--- config.mk ---
export PLATFORM = sky130hd
export DESIGN_NAME = acq_mode_seq
export DESIGN_NICKNAME = d
export VERILOG_FILES = /design/src/rtl/acq_pkg.sv /design/src/rtl/acq_win.sv /design/src/rtl/acq_path.sv /design/src/rtl/acq_mode_seq.sv
export SDC_FILE = /design/constraint.sdc
export NUM_CORES = 1
export LEC_CHECK = 0
export ABC_AREA = 1
export CORE_ASPECT_RATIO = 0.8
export CORE_MARGIN = 3
export CORE_UTILIZATION = 53
export DETAILED_ROUTE_END_ITERATION = 6
export HOLD_SLACK_MARGIN = 0.15
export PLACE_DENSITY = 0.76
export SYNTH_ARGS = -nofsm -noshare
export SYNTH_HDL_FRONTEND = slang
export SYNTH_SLANG_ARGS = --single-unit
--- constraint.sdc ---
create_clock -name clk -period 3.4 [get_ports clk]
set_clock_uncertainty 0.1 [all_clocks]
set_input_delay 0.68 -clock clk [delete_from_list [all_inputs] [get_ports clk]]
set_output_delay 0.68 -clock clk [all_outputs]
set_load 0.05 [all_outputs]
--- src/rtl/acq_pkg.sv ---
package acq_pkg;

  typedef enum logic [1:0] {
    PH_A   = 2'd0,
    PH_B   = 2'd1,
    PH_C   = 2'd2,
    PH_RES = 2'd3
  } acq_phase_e;

  localparam logic [1:0] BW_WIDE   = 2'd0;
  localparam logic [1:0] BW_MEDIUM = 2'd1;
  localparam logic [1:0] LV_CLAMP  = 2'd0;
  localparam logic [1:0] LV_LOSSY  = 2'd1;

  // first phase after a start: the lead-in phase is skipped when its length is zero
  function automatic acq_phase_e entry_phase(input int len_a);
    return (len_a > 0) ? PH_A : PH_B;
  endfunction

  // phase that follows the conditional phase
  function automatic acq_phase_e after_hold(input int len_c);
    return (len_c > 0) ? PH_C : PH_RES;
  endfunction

  function automatic int max3(input int a, input int b, input int c);
    int m;
    m = (a > b) ? a : b;
    return (m > c) ? m : c;
  endfunction

endpackage

--- src/rtl/acq_win.sv ---
module acq_win #(
  parameter int WIN = 14
) (
  input  logic clk,
  input  logic rst_n,
  input  logic bit_stb,
  input  logic start,
  input  logic fs_search,
  output logic armed
);
  localparam int WW = $clog2(WIN + 1);

  logic [WW-1:0] wcnt;
  logic          win_open;

  assign win_open = (wcnt < WW'(WIN));

  always_ff @(posedge clk) begin
    if (!rst_n) begin
      wcnt  <= WW'(WIN);
      armed <= 1'b0;
    end else if (start) begin
      wcnt  <= '0;
      armed <= fs_search;
    end else begin
      if (bit_stb && win_open) wcnt <= wcnt + 1'b1;
      if (fs_search && win_open) armed <= 1'b1;
    end
  end

  AST_LATE_SEARCH_IGNORED: assert property (@(posedge clk) disable iff (!rst_n)
    (!start && !win_open) |=> $stable(armed));

endmodule

--- src/rtl/acq_path.sv ---
module acq_path
  import acq_pkg::*;
#(
  parameter int         LEN_A  = 0,
  parameter int         LEN_B  = 16,
  parameter int         LEN_C  = 30,
  parameter int         WIN    = 14,
  parameter logic [1:0] CODE_A = 2'd0,
  parameter logic [1:0] CODE_B = 2'd0,
  parameter logic [1:0] CODE_C = 2'd1
) (
  input  logic       clk,
  input  logic       rst_n,
  input  logic       bit_stb,
  input  logic       start,
  input  logic       fs_search,
  input  logic       fs_found,
  input  logic [1:0] res_code,
  output logic [1:0] code,
  output logic       busy
);
  localparam int         MAXL   = max3(LEN_A, LEN_B, LEN_C);
  localparam int         CW     = $clog2(MAXL + 1);
  localparam acq_phase_e FIRST  = entry_phase(LEN_A);
  localparam acq_phase_e POST_B = after_hold(LEN_C);

  function automatic logic [CW-1:0] last_idx(input int len);
    return (len > 0) ? CW'(len - 1) : '0;
  endfunction

  acq_phase_e    phase, nxt;
  logic [CW-1:0] cnt, cur_last;
  logic          armed, in_hold, fixed_end, hold_end, adv, cnt_en;

  acq_win #(.WIN(WIN)) u_win (
    .clk       (clk),
    .rst_n     (rst_n),
    .bit_stb   (bit_stb),
    .start     (start),
    .fs_search (fs_search),
    .armed     (armed)
  );

  always_comb begin
    case (phase)
      PH_A:    cur_last = last_idx(LEN_A);
      PH_B:    cur_last = last_idx(LEN_B);
      PH_C:    cur_last = last_idx(LEN_C);
      default: cur_last = '0;
    endcase
  end

  always_comb begin
    case (phase)
      PH_A:    nxt = PH_B;
      PH_B:    nxt = POST_B;
      default: nxt = PH_RES;
    endcase
  end

  // named events for the checks
  assign in_hold   = (phase == PH_B) && armed;
  assign fixed_end = bit_stb && (phase != PH_RES) && !in_hold && (cnt == cur_last);
  assign hold_end  = in_hold && fs_found;
  assign adv       = fixed_end || hold_end;
  assign cnt_en    = bit_stb && (phase != PH_RES) && (cnt != '1);

  always_ff @(posedge clk) begin
    if (!rst_n) begin
      phase <= PH_RES;
      cnt   <= '0;
    end else if (start) begin
      phase <= FIRST;
      cnt   <= '0;
    end else if (adv) begin
      phase <= nxt;
      cnt   <= '0;
    end else if (cnt_en) begin
      cnt   <= cnt + 1'b1;
    end
  end

  always_comb begin
    case (phase)
      PH_A:    code = CODE_A;
      PH_B:    code = CODE_B;
      PH_C:    code = CODE_C;
      default: code = res_code;
    endcase
  end

  assign busy = (phase != PH_RES);

  AST_START_ENTRY: assert property (@(posedge clk) disable iff (!rst_n)
    start |=> (phase == FIRST) && busy);

  AST_STEP_NEEDS_EVENT: assert property (@(posedge clk) disable iff (!rst_n)
    (!start && !bit_stb && !fs_found) |=> $stable(phase));

  AST_HOLD_KEEPS: assert property (@(posedge clk) disable iff (!rst_n)
    (!start && in_hold && !fs_found) |=> (phase == PH_B));

  AST_FOUND_IGNORED: assert property (@(posedge clk) disable iff (!rst_n)
    (!start && !bit_stb && !in_hold) |=> $stable(phase));

  AST_RES_STAYS: assert property (@(posedge clk) disable iff (!rst_n)
    (!start && (phase == PH_RES)) |=> (phase == PH_RES) && !busy);

endmodule

--- src/rtl/acq_mode_seq.sv ---
module acq_mode_seq
  import acq_pkg::*;
#(
  parameter int BW_WIDE_BITS  = 16,
  parameter int BW_WIN_BITS   = 14,
  parameter int BW_MED_BITS   = 30,
  parameter int LV_CLAMP_BITS = 1,
  parameter int LV_WIN_BITS   = 28,
  parameter int LV_LOSSY_BITS = 30
) (
  input  logic       clk,
  input  logic       rst_n,
  input  logic       bit_stb,
  input  logic       clk_start,
  input  logic       lvl_start,
  input  logic       fs_search,
  input  logic       fs_found,
  input  logic [1:0] cfg_bw_res,
  input  logic [1:0] cfg_lvl_res,
  output logic [1:0] bw_code,
  output logic       bw_busy,
  output logic [1:0] lvl_code,
  output logic       lvl_busy
);

  acq_path #(
    .LEN_A  (0),
    .LEN_B  (BW_WIDE_BITS),
    .LEN_C  (BW_MED_BITS),
    .WIN    (BW_WIN_BITS),
    .CODE_A (BW_WIDE),
    .CODE_B (BW_WIDE),
    .CODE_C (BW_MEDIUM)
  ) u_bw (
    .clk       (clk),
    .rst_n     (rst_n),
    .bit_stb   (bit_stb),
    .start     (clk_start),
    .fs_search (fs_search),
    .fs_found  (fs_found),
    .res_code  (cfg_bw_res),
    .code      (bw_code),
    .busy      (bw_busy)
  );

  acq_path #(
    .LEN_A  (LV_CLAMP_BITS),
    .LEN_B  (LV_LOSSY_BITS),
    .LEN_C  (0),
    .WIN    (LV_WIN_BITS),
    .CODE_A (LV_CLAMP),
    .CODE_B (LV_LOSSY),
    .CODE_C (LV_LOSSY)
  ) u_lvl (
    .clk       (clk),
    .rst_n     (rst_n),
    .bit_stb   (bit_stb),
    .start     (lvl_start),
    .fs_search (fs_search),
    .fs_found  (fs_found),
    .res_code  (cfg_lvl_res),
    .code      (lvl_code),
    .busy      (lvl_busy)
  );

  AST_BW_RES_CFG: assert property (@(posedge clk) disable iff (!rst_n)
    !bw_busy |-> (bw_code == cfg_bw_res));

  AST_LVL_RES_CFG: assert property (@(posedge clk) disable iff (!rst_n)
    !lvl_busy |-> (lvl_code == cfg_lvl_res));

  AST_LVL_APART: assert property (@(posedge clk) disable iff (!rst_n)
    (clk_start && !lvl_start && !lvl_busy) |=> !lvl_busy);

  AST_BW_APART: assert property (@(posedge clk) disable iff (!rst_n)
    (lvl_start && !clk_start && !bw_busy) |=> !bw_busy);

endmodule

Word level (Yosys, flattened, before mapping)
Cells that the tools add are included.
{"block": "word_totals", "register_bits": 25, "out_inout_bits": 6, "word_cells": 80, "inputBits": 11}
{"block": "classes", "n_mux": 18, "n_bitwise": 1, "addsub": 4, "eq_ne": 10, "n_reduce_logical": 34, "n_lt_le_gt_ge": 2}
{"cell": "$logic_and A1 B1 Y1", "count": 16}
{"cell": "$add A5 B1 Y5 const B", "count": 3}
{"cell": "$mux W5", "count": 3}
{"cell": "$pmux W2 S2", "count": 3}
{"cell": "$reduce_bool A2 Y1", "count": 6}
{"cell": "$eq A5 B5 Y1", "count": 2}
{"cell": "$mux W2", "count": 5}
{"cell": "$ne A5 B5 Y1 const B", "count": 2}
{"cell": "$pmux W5 S2", "count": 1}
{"cell": "$mux W4", "count": 2}
{"cell": "$reduce_or A2 Y1", "count": 4}
{"cell": "$reduce_or A3 Y1", "count": 2}
{"cell": "$lt A5 B5 Y1 const B", "count": 1}
{"cell": "$add A4 B1 Y4 const B", "count": 1}
{"cell": "$eq A2 B1 Y1 const B", "count": 2}
{"cell": "$eq A2 B2 Y1 const B", "count": 2}
{"cell": "$logic_not A2 Y1", "count": 2}
{"cell": "$lt A4 B4 Y1 const B", "count": 1}
{"cell": "$mux W1", "count": 4}
{"cell": "$ne A2 B2 Y1 const B", "count": 2}
{"cell": "$logic_not A1 Y1", "count": 2}
{"cell": "$logic_or A1 B1 Y1", "count": 2}
{"cell": "$not A1 Y1", "count": 1}

Logic depth before layout (Yosys ltp)
{"block": "depth", "ltp_word": 8, "depth_mapped": 11, "depth_no_buf": 11}

Cells and area by module
Synthesis repeated with hierarchy kept, for this count alone.
{"block": "hier_totals", "cells_unflattened": 213, "area_unflattened_um2": 1612.8}
{"mod": "acq_path at u_bw", "instances": 1, "area_each_um2": 591.8, "cells_per_inst": 74, "seq_area_each_um2": 140.1}
{"mod": "acq_path at u_lvl", "instances": 1, "area_each_um2": 475.5, "cells_per_inst": 68, "seq_area_each_um2": 140.1}
{"mod": "acq_win at u_lvl.u_win", "instances": 1, "area_each_um2": 296.5, "cells_per_inst": 38, "seq_area_each_um2": 120.1}
{"mod": "acq_win at u_bw.u_win", "instances": 1, "area_each_um2": 249.0, "cells_per_inst": 33, "seq_area_each_um2": 100.1}

Least setup slack after synthesis
No wires, ideal clock.
{"block": "synth_path", "path_type": "register -> output", "from": "register u_bw.phase[0]", "to": "output port bw_code[0]", "path_stages_with_launch": 5, "n_path_buf": 0, "slack_ns": 0.929, "t_arrival_ns": 1.691, "cell_sequence": "dfxtp_1 -> inv_1 -> ha_1 -> inv_1 -> o21ai_0"}
{"block": "synth_via", "elab_chain_len": 3, "elab_cells_between_ends": 5, "classes_between": "eq/ne: 2; mux: 1; reduce/logical: 2"}
{"item": "from (decl)", "line": "acq_path.sv:31", "rtl": "acq_phase_e phase, nxt;"}
{"item": "from (signal assigned)", "line": "acq_path.sv:76", "rtl": "phase <= nxt;"}
{"item": "$eq A2 B1 Y1 / $logic_not A2 Y1 (equally long branches)", "line": "acq_path.sv:84", "rtl": "case (phase)"}
{"item": "$reduce_or A2 Y1 (no source line)"}
{"item": "$pmux W2 S2 (*)", "line": "acq_path.sv:84"}
{"item": "to (decl)", "line": "acq_mode_seq.sv:20", "rtl": "output logic [1:0] bw_code,"}
Mark *: on every way between the ends. The rest lies on a longest branch, timed or not.

Worst setup path in the final report
{"block": "layout_path", "from": "input port cfg_bw_res[0]", "to": "output port bw_code[0]"}
{"block": "layout_via", "elab_chain_len": 1}
{"item": "from (decl)", "line": "acq_mode_seq.sv:18", "rtl": "input logic [1:0] cfg_bw_res,"}
{"item": "$pmux W2 S2", "line": "acq_path.sv:84"}
No other way between the ends.

==> results.cfg <==
[sta]
post-route-period-util = 0.838
maxSlewViolCount = 0
timing.hold.ws_ps = 404
achievable-frequency_mhz = 351
relSlewSlack = 0.669
worst-slew-pin-transition_ps = 494
finalSetupTns_ps = 0
rsz0062_at_grt = no
final_period_minus_worst_setup_slack_ps = 2850
setup-violations-final = 0
final.setup.worst_slack_ps = 550
finalHoldViolations = 0

[logic_synthesis]
mappedNetlistNets = 226
post-synth-top-area-cell = sky130_fd_sc_hd__dfxtp_1
post-synth-top-area-fraction = 0.347
synthFlopType = sky130_fd_sc_hd__dfxtp_1
syn_inst = 201
synthDistinctLibCells = 23
synth_enable_flop_cells = 0
synth_area_per_cell_um2 = 7.18
sequential_cell_area_fraction_in_the_yosys_report = 0.347
synthesis.area_um2 = 1440
asyncSetResetFlopFracSynth = 0
ys_ff_latch = 25
post_synth_main_area_contributors = sky130_fd_sc_hd__dfxtp_1 (35%), sky130_fd_sc_hd__ha_1 (12%), sky130_fd_sc_hd__nand2_1 (11%)
yosysMostFrequentCell = sky130_fd_sc_hd__nand2_1
syn_warnings = 0
synth_commonest_cells = sky130_fd_sc_hd__nand2_1 (42), sky130_fd_sc_hd__inv_1 (30), sky130_fd_sc_hd__dfxtp_1 (25)

[die]
fp-row-count = 16
core_um2 = 2520
die_width_um = 64.3
design.portCount = 17
floorplan.die_area_um2 = 3390
fp.dieH_um = 52.7
initial_utilization = 0.572

[setup_path]
cp_max_fo = 1
timing.setup.critical_path_class = in -> out
kind_of_end_point_of_the_critical_path = primary output
cp-start-kind = input port
cp.required_ps = 2620
worstPathArrival_ps = 2070
rr_worst_depth = 10

[clocking]
cts.clk_slew.worst_paths_ps = 150
hold_fix_buffers_at_cts = 0
clk-insertion-delay-late_ps = 330
tritoncts_clock_tree = yes
cts_root_buffer = sky130_fd_sc_hd__clkbuf_4
numClockSinks = 25
numCtsBuffers = 3
clk_path_buf_depth = 2
post_cts_buffers = 0
cts_resized = 0
cts-htree-levels = 1

[global_routing]
first_pass_grt_wire_length_um = 4840
grt_pass1_vias = 1176
grt_start_max_net_pins = 17
grt_antenna_before_repair = 0
global_route.usage.total = 0.181
overflow = 0

[route]
totalWireLength_um = 2850
detail_route.iter0.violations = 45
drt-pass1-iter-count = 4
vias_per_cell = 4.98
vias = 1270
final_antenna_net_count = 0
route.detailed.drc = 0
post_drt_wl_per_cell_um = 11.2

[power]
p_switching_mw = 0.205
pwr-share-comb = 0.242
power.switching_fraction = 0.332
power_leakage_nw = 0.783
pwr_density_cell_nw_per_um2 = 371
seqPwrFrac = 0.523
p_clk_frac = 0.235
ir_worst_vdd_mv = 0.270
internal_power_mw = 0.413

[placement]
routabilityCongestion = 0.880
place.detailed.hpwl_um = 2250
pre_cts_ws_ps = 546
buffer_ports.inserted = 16

[job]
max-cap-violations = 0

[cells_and_area]
finish.net_count = 245
antenna_cells_inserted = 0
final_layout_size_suffix_gt1_frac = 0.0639
syn_to_final_growth_pct = 15.4

[run_status]
outcome = finished clean

[min_path]
timing.hold.worst_path_depth = 2
worstHoldPathType = reg -> reg
[flip-flops by register name, summed over array words and instances, names as in the netlist]
signal and cells:
u_bw.u_win.wcnt 4, u_lvl.cnt 5, u_bw.cnt 5, u_lvl.phase 2, u_bw.u_win.armed 1, u_lvl.u_win.armed 1
u_lvl.u_win.wcnt 5, u_bw.phase 2
[routing by layer]
metal | vias to the layer above | wire, um | track usage
li1 | 675 | - | -
met1 | 566 | 1430 | 0.217
met2 | 27 | 1260 | 0.324
met3 | 2 | 143 | 0.0515
met4 | 0 | 8 | 0.0386
met5 | - | 0 | 0
[final timing paths]
path / end / from / slack [ps]
max: bw_code[0] / cfg_bw_res[0] / 550
min: u_lvl.u_win.armed / u_lvl.u_win.armed / 400
max reg2reg: u_bw.cnt[1] / u_bw.phase[0] / 1630
min reg2reg: u_lvl.u_win.armed / u_lvl.u_win.armed / 400
[critical path, cell delays in order]
cell,delay (ps)
sky130_fd_sc_hd__clkdlybuf4s50_1,450
sky130_fd_sc_hd__nand2_1,50
sky130_fd_sc_hd__o21ai_0,70
sky130_fd_sc_hd__clkdlybuf4s50_1,820
[placed cells by master, fill, tap and decap left out]
master and n:
sky130_fd_sc_hd__a21oi_1 4, sky130_fd_sc_hd__a31o_2 1, sky130_fd_sc_hd__clkbuf_4 3, sky130_fd_sc_hd__clkdlybuf4s50_1 16, sky130_fd_sc_hd__dfxtp_1 25, sky130_fd_sc_hd__ha_1 14, sky130_fd_sc_hd__inv_1 30, sky130_fd_sc_hd__inv_2 2
sky130_fd_sc_hd__inv_6 1, sky130_fd_sc_hd__nand2_1 42, sky130_fd_sc_hd__nand2_4 1, sky130_fd_sc_hd__nand3_1 18, sky130_fd_sc_hd__nand3b_1 1, sky130_fd_sc_hd__nand3b_2 1, sky130_fd_sc_hd__nand4_1 6, sky130_fd_sc_hd__nor2_1 24
sky130_fd_sc_hd__nor2_2 2, sky130_fd_sc_hd__nor2_4 1, sky130_fd_sc_hd__nor3b_2 1, sky130_fd_sc_hd__o21ai_0 17, sky130_fd_sc_hd__o311ai_0 1, sky130_fd_sc_hd__or2_0 1, sky130_fd_sc_hd__or2_4 1, sky130_fd_sc_hd__xnor2_1 3
sky130_fd_sc_hd__xor2_1 3
[logic make-up after synthesis]
logic type / count (synthesis) / share of synthesized area
and+or+nand+nor: 99 / 0.317
buffers and inverters: 34 / 0.0937
DFF: 25 / 0.347
AOI/OAI and AO/OA: 23 / 0.0850
adders and majority gates: 14 / 0.121
xor gates and xnor gates: 6 / 0.0364
[layout make-up]
cell class	count	area, um2
fill	240	858
clock inverter	1	8.76
tap	36	45.0
multi-input combinational	142	807
timing repair buffer	16	160
inverter	32	120
sequential	25	500
clock buffer	3	22.5
[power groups by stage]
stage	Sequential [mW]	Combinational (mW)	Clock (mW)
3_5_place_dp	0.328	0.149	0
5_1_grt	0.325	0.165	0.166
3_3_place_gp	0.327	0.144	0
6_report	0.323	0.149	0.145
2_1_floorplan	0.325	0.106	0
4_1_cts	0.322	0.150	0.154
[per-stage QoR]
| stage | util | total power [mW] | cell area [um2] | instances |
|---|---|---|---|---|
| after floorplan | - | 0.430 | 1440 | 201 |
| after global placement | 0.647 | 0.471 | 1630 | 251 |
| after detailed placement | 0.647 | 0.477 | 1630 | 251 |
| after CTS | 0.660 | 0.626 | 1660 | 255 |
| after global routing | 0.660 | 0.656 | 1660 | 255 |
| final | 0.660 | 0.617 | 1660 | 255 |
Power figures use the tool's default switching activity.
